===== config.mk =====
export PLATFORM = sky130hd
export DESIGN_NAME = cart_bank_mapper
export DESIGN_NICKNAME = d
export VERILOG_FILES = /design/src/rtl/cbm_pkg.sv /design/src/rtl/cbm_regs.sv /design/src/rtl/cbm_decode.sv /design/src/rtl/cart_bank_mapper.sv
export SDC_FILE = /design/constraint.sdc
export NUM_CORES = 1
export LEC_CHECK = 0
export CAP_MARGIN = 10
export CELL_PAD_IN_SITES_DETAIL_PLACEMENT = 1
export CELL_PAD_IN_SITES_GLOBAL_PLACEMENT = 1
export CORE_UTILIZATION = 31
export DETAILED_ROUTE_END_ITERATION = 10
export GPL_ROUTABILITY_DRIVEN = 0
export HOLD_SLACK_MARGIN = 0.12
export MAX_ROUTING_LAYER = met4
export PLACE_DENSITY_LB_ADDON = 0.2
export SYNTH_ARGS = -nofsm -noshare
export SYNTH_HDL_FRONTEND = slang
export SYNTH_SLANG_ARGS = --single-unit
export TNS_END_PERCENT = 50

===== constraint.sdc =====
create_clock -name clk -period 2.3 [get_ports clk]
set_input_delay 0.46 -clock clk [delete_from_list [all_inputs] [get_ports clk]]
set_output_delay 0.46 -clock clk [all_outputs]
set_load 0.1 [all_outputs]

===== src/rtl/cbm_pkg.sv =====
package cbm_pkg;
  localparam int BANK_AW = 14;

  typedef enum logic [1:0] {
    RGN_NONE = 2'd0,
    RGN_ROM  = 2'd1,
    RGN_CRAM = 2'd2,
    RGN_WRAM = 2'd3
  } region_e;
endpackage


===== src/rtl/cbm_regs.sv =====
module cbm_regs #(
  parameter int SLOTS = 3
) (
  input  logic                  clk,
  input  logic                  rst,
  input  logic                  wr_en,
  input  logic [1:0]            wr_sel,
  input  logic [7:0]            wr_data,
  output logic [7:0]            ctl,
  output logic [SLOTS-1:0][7:0] pages
);
  always_ff @(posedge clk) begin
    if (rst) begin
      ctl <= 8'h00;
      for (int i = 0; i < SLOTS; i++) pages[i] <= 8'(i);
    end else if (wr_en) begin
      if (wr_sel == 2'd0) ctl <= wr_data;
      for (int i = 0; i < SLOTS; i++)
        if (wr_sel == 2'(i + 1)) pages[i] <= wr_data;
    end
  end


  page_write_chk: assert property (@(posedge clk) disable iff (rst)
    wr_en && wr_sel == 2'd3 |=> pages[2] == $past(wr_data));
endmodule


===== src/rtl/cbm_decode.sv =====
module cbm_decode
  import cbm_pkg::*;
(
  input  logic        req,
  input  logic        we,
  input  logic [15:0] addr,
  input  logic        ram_on,
  output region_e     region,
  output logic [1:0]  slot,
  output logic        fixed_low
);
  always_comb begin
    slot      = addr[15:14];
    fixed_low = (addr[15:10] == 6'd0);
    region    = RGN_NONE;
    if (req) begin
      if (addr[15:14] == 2'b11)            region = RGN_WRAM;
      else if (addr[15:14] == 2'b10 && ram_on) region = RGN_CRAM;
      else if (!we)                        region = RGN_ROM;
    end
  end
endmodule


===== src/rtl/cart_bank_mapper.sv =====
module cart_bank_mapper
  import cbm_pkg::*;
#(
  parameter int ROM_BYTES  = 262144,
  parameter int WRAM_BYTES = 8192,
  parameter int ROM_AW     = $clog2(ROM_BYTES)
) (
  input  logic              clk,
  input  logic              rst,
  input  logic              cpu_req,
  input  logic              cpu_we,
  input  logic [15:0]       cpu_addr,
  input  logic [7:0]        cpu_wdata,
  output logic              rom_sel,
  output logic [ROM_AW-1:0] rom_addr,
  output logic              cram_sel,
  output logic              cram_we,
  output logic [14:0]       cram_addr,
  output logic              wram_sel,
  output logic              wram_we,
  output logic [12:0]       wram_addr
);
  localparam int PG_W    = ROM_AW - BANK_AW;
  localparam int WRAM_AW = $clog2(WRAM_BYTES);
  localparam int SLOTS   = 3;

  logic [7:0]            ctl;
  logic [SLOTS-1:0][7:0] pages;
  logic                  reg_wr;
  region_e               region;
  logic [1:0]            slot;
  logic                  fixed_low;
  logic [7:0]            page_raw;
  logic [PG_W-1:0]       page_eff;

  assign reg_wr = cpu_req && cpu_we && (cpu_addr[15:2] == 14'h3FFF);

  cbm_regs #(.SLOTS(SLOTS)) u_regs (
    .clk(clk), .rst(rst), .wr_en(reg_wr), .wr_sel(cpu_addr[1:0]),
    .wr_data(cpu_wdata), .ctl(ctl), .pages(pages)
  );

  cbm_decode u_dec (
    .req(cpu_req), .we(cpu_we), .addr(cpu_addr), .ram_on(ctl[3]),
    .region(region), .slot(slot), .fixed_low(fixed_low)
  );

  always_comb begin
    case (slot)
      2'd0:    page_raw = pages[0];
      2'd1:    page_raw = pages[1];
      default: page_raw = pages[2];
    endcase
    page_eff = fixed_low ? '0 : page_raw[PG_W-1:0];
  end

  always_ff @(posedge clk) begin
    if (rst) begin
      rom_sel   <= 1'b0;
      rom_addr  <= '0;
      cram_sel  <= 1'b0;
      cram_we   <= 1'b0;
      cram_addr <= '0;
      wram_sel  <= 1'b0;
      wram_we   <= 1'b0;
      wram_addr <= '0;
    end else begin
      rom_sel   <= (region == RGN_ROM);
      rom_addr  <= {page_eff, cpu_addr[BANK_AW-1:0]};
      cram_sel  <= (region == RGN_CRAM);
      cram_we   <= (region == RGN_CRAM) && cpu_we;
      cram_addr <= {ctl[2], cpu_addr[BANK_AW-1:0]};
      wram_sel  <= (region == RGN_WRAM);
      wram_we   <= (region == RGN_WRAM) && cpu_we;
      wram_addr <= 13'(cpu_addr[WRAM_AW-1:0]);
    end
  end


  reg_hold_chk: assert property (@(posedge clk) disable iff (rst)
    cpu_req && cpu_we && cpu_addr < 16'hFFFC |=> $stable(pages) && $stable(ctl));

  low_window_chk: assert property (@(posedge clk) disable iff (rst)
    cpu_req && !cpu_we && cpu_addr < 16'h0400 |=> rom_sel && rom_addr[ROM_AW-1:10] == '0);

  wram_mirror_chk: assert property (@(posedge clk) disable iff (rst)
    cpu_req && cpu_addr >= 16'hC000 |=> wram_sel && wram_addr == $past(cpu_addr[12:0]));

  rom_nowrite_chk: assert property (@(posedge clk) disable iff (rst)
    cpu_req && cpu_we && cpu_addr < 16'h8000 |=> !rom_sel && !cram_sel && !wram_sel);

  one_sel_chk: assert property (@(posedge clk) disable iff (rst)
    $onehot0({rom_sel, cram_sel, wram_sel}));
endmodule


==> impl_metrics.tcl <==
set metrics [dict create \
    crit_type "in -> reg" \
    ios 79 \
    via_count 1353 \
    yosysWarningCount 0 \
    critPathMaxFanout 12 \
    cp_cell_sequence "clkdlybuf4s50_1, nand4_4, or4_4, o21ai_0, a21oi_1" \
    gr-usage-all-layers_pct 16.61 \
    root_buffer "clkbuf_8" \
    hold_buffers 0 \
    p_seq_share_pct 39.7 \
    vias_per_cell 4.586 \
    finalPower_w 0.001724 \
    coreArea_sq_um 5107 \
    fillers 611 \
    diodes 0 \
    synth_area_sq_um 1637 \
    finalNetCount 252 \
    slew_viol_final 0 \
    cts_setup_buffers 0 \
    synth_cell_types 24 \
    rsz0062_at_grt "false" \
    detail-route-antenna-nets 0 \
    die_w_um 74.66 \
    antenna_found_initial 0 \
    crit_required_ns 2.48 \
    ys_seq_area_share_pct 46.48 \
    grt_pass1_wl_um 6624 \
    cts-resized-gates 0 \
    hpwl_um 3254 \
    post-place-cells 287 \
    portBuffers 74 \
    cellPowerDensity_nw_per_um2 773.7 \
    netlist_instances 174 \
    swShare_pct 36.26 \
    cts_tree "built" \
    drv_cap 0 \
    whs_ns 0.4831 \
    critical-path-max-stage-delay_ns 0.62 \
    synth_area_per_cell_sq_um 9.406 \
    skew_ns 0.01092 \
    arrival_ns 2.11 \
    drive_gt1_share_pct 29.78 \
    setup_violations 0 \
    finalHoldViolCount 0 \
    peakVddDrop_mv 0.3244 \
    numCtsBuffers 5 \
    cts.sinks 38 \
    status "finished, final reports clean" \
    grt_max_degree 21 \
    cts_buffer_depth 2 \
    p_clk_share_pct 32.8 \
    die_h_um 74.66 \
    p_int_w 0.001099 \
    min-delay-path-class "reg -> reg" \
    worst_pin_slew_ns 0.3952 \
    clock.fmax_mhz 516.6 \
    maxSlewHeadroom_pct 73.57 \
    finalSetupTns_ns 0 \
    wire_per_inst_um 14.37 \
    period_share_pct 84.17 \
    gr-total-overflow 0 \
    initial_core_util_pct 32.04 \
    drc 0 \
    fin_cells 295 \
    drt-pass1-iter-count 4 \
    htreeDepth 2 \
    rows 26 \
    clk_latency_ns 0.30 \
    fin_crit_ns 1.936 \
    critical-path-slowest-cell "or4_4" \
    combPwrFrac_pct 27.5 \
    clk_pin_slew_worst_paths_ns 0.07 \
    final_common_cell "buf_4" \
    grt_pass1_vias 1340 \
    power_switching_w 0.0006251 \
    synth_fp_nets 202 \
    cp-start-kind "input pin" \
    power_leakage_nw 0.9238 \
    wirelength_um 4239 \
    dieArea_sq_um 5574 \
    syn2layout_area_growth_pct 36.16 \
    drtIter0Drc 43 \
    layout_common_cells "buf_4 (56), dfxtp_1 (38), clkdlybuf4s50_1 (23)" \
    synth_seq_cells 38 \
    cp-end-kind "register" \
]
==> final cells by class <==
cell class                 count  area, sq um  share of cell area, %
tap                           70        87.58                  3.930
clock inverter                 3        40.04                  1.797
clock buffer                   5        68.82                  3.088
sequential                    38        760.7                  34.14
multi-input combinational    100        620.6                  27.85
timing repair buffer          79        650.6                  29.20
==> power groups by stage <==
| stage | logic (W) | registers [W] | clock network, W |
|---|---|---|---|
| 5_1_grt | 0.000489 | 0.000686 | 0.000617 |
| 6_report | 0.000474 | 0.000684 | 0.000566 |
| 3_3_place_gp | 0.000473 | 0.000698 | 0 |
| 3_5_place_dp | 0.000475 | 0.000700 | 0 |
| 2_1_floorplan | 0.000264 | 0.000816 | 0 |
| 4_1_cts | 0.000477 | 0.000685 | 0.000580 |
==> worst max-delay path, delay by kind of cell <==
| kind | cells | cell delay, ns |
|---|---|---|
| AND/OR/NAND/NOR | 2 | 0.74 |
| AO/OA/AOI/OAI | 2 | 0.29 |
| buffers and inverters | 1 | 0.61 |
==> cells in the mapped netlist <==
library cell | instances | share of area, %
a21oi_1 | 11 | 3.4
and2_1 | 6 | 2.3
and3_1 | 1 | 0.38
and3b_1 | 1 | 0.54
and4b_1 | 1 | 0.61
buf_2 | 3 | 0.92
buf_4 | 27 | 12
buf_6 | 2 | 1.4
clkbuf_1 | 4 | 0.92
dfxtp_1 | 38 | 46
mux2i_1 | 6 | 3.7
nand2_1 | 6 | 1.4
nand2b_1 | 5 | 1.9
nand3_1 | 8 | 2.4
nand3b_1 | 1 | 0.46
nand4_1 | 8 | 3.1
nand4_4 | 1 | 1.3
nor2_1 | 4 | 0.92
nor2b_1 | 19 | 7.3
nor4_1 | 3 | 1.1
o21ai_0 | 13 | 4.0
o21ai_1 | 4 | 1.2
o31ai_4 | 1 | 1.3
or4_4 | 1 | 0.69
==> worst paths after layout <==
check / from / endpoint / slack (ns) / depth (start not counted)
hold reg to reg: u_regs.pages[1] / u_regs.pages[1] / 0.48 / 2
setup / recovery: cpu_addr[14] / u_regs.pages[9] / 0.36 / 5
hold / removal: u_regs.pages[1] / u_regs.pages[1] / 0.48 / 2
setup reg to reg: u_regs.pages[9] / rom_addr[15] / 1.42 / 3
==> metrics by stage <==
stage	instance area (sq um)	utilization, %	worst slack, ns
2_1_floorplan	1637	-	0.4658
4_1_cts	2228	43.63	0.3464
3_5_place_dp	2120	41.50	0.02870
5_1_grt	2228	43.63	0.2451
3_3_place_gp	2120	41.50	0.08009
6_report	2228	43.63	0.3641
==> per-layer routing <==
layer	share of wire, %	global-route usage, %	vias to the layer above
met2	50	28.03	49
met5	0	-	-
met3	5.1	5.087	5
met4	1.4	5.660	0
met1	43	18.61	634
li1	-	-	665
==> kinds of logic after synthesis <==
| logic type | after synthesis | synth area share (%) |
|---|---|---|
| buffers and inverters | 36 | 15.60 |
| multiplexers | 6 | 3.670 |
| flip-flops | 38 | 46.48 |
| AND/OR/NAND/NOR | 65 | 24.39 |
| AO/OA/AOI/OAI | 29 | 9.862 |
==> flip-flops by register name (all words and copies together), names as in the netlist <==
| name | count |
|---|---|
| wram_sel | 1 |
| u_regs.pages | 12 |
| rom_addr | 17 |
| cram_we | 1 |
| cram_addr | 2 |
| cram_sel | 1 |
| rom_sel | 1 |
| u_regs.ctl | 2 |
| wram_we | 1 |
No activity file was read; power rests on OpenSTA's default activity.
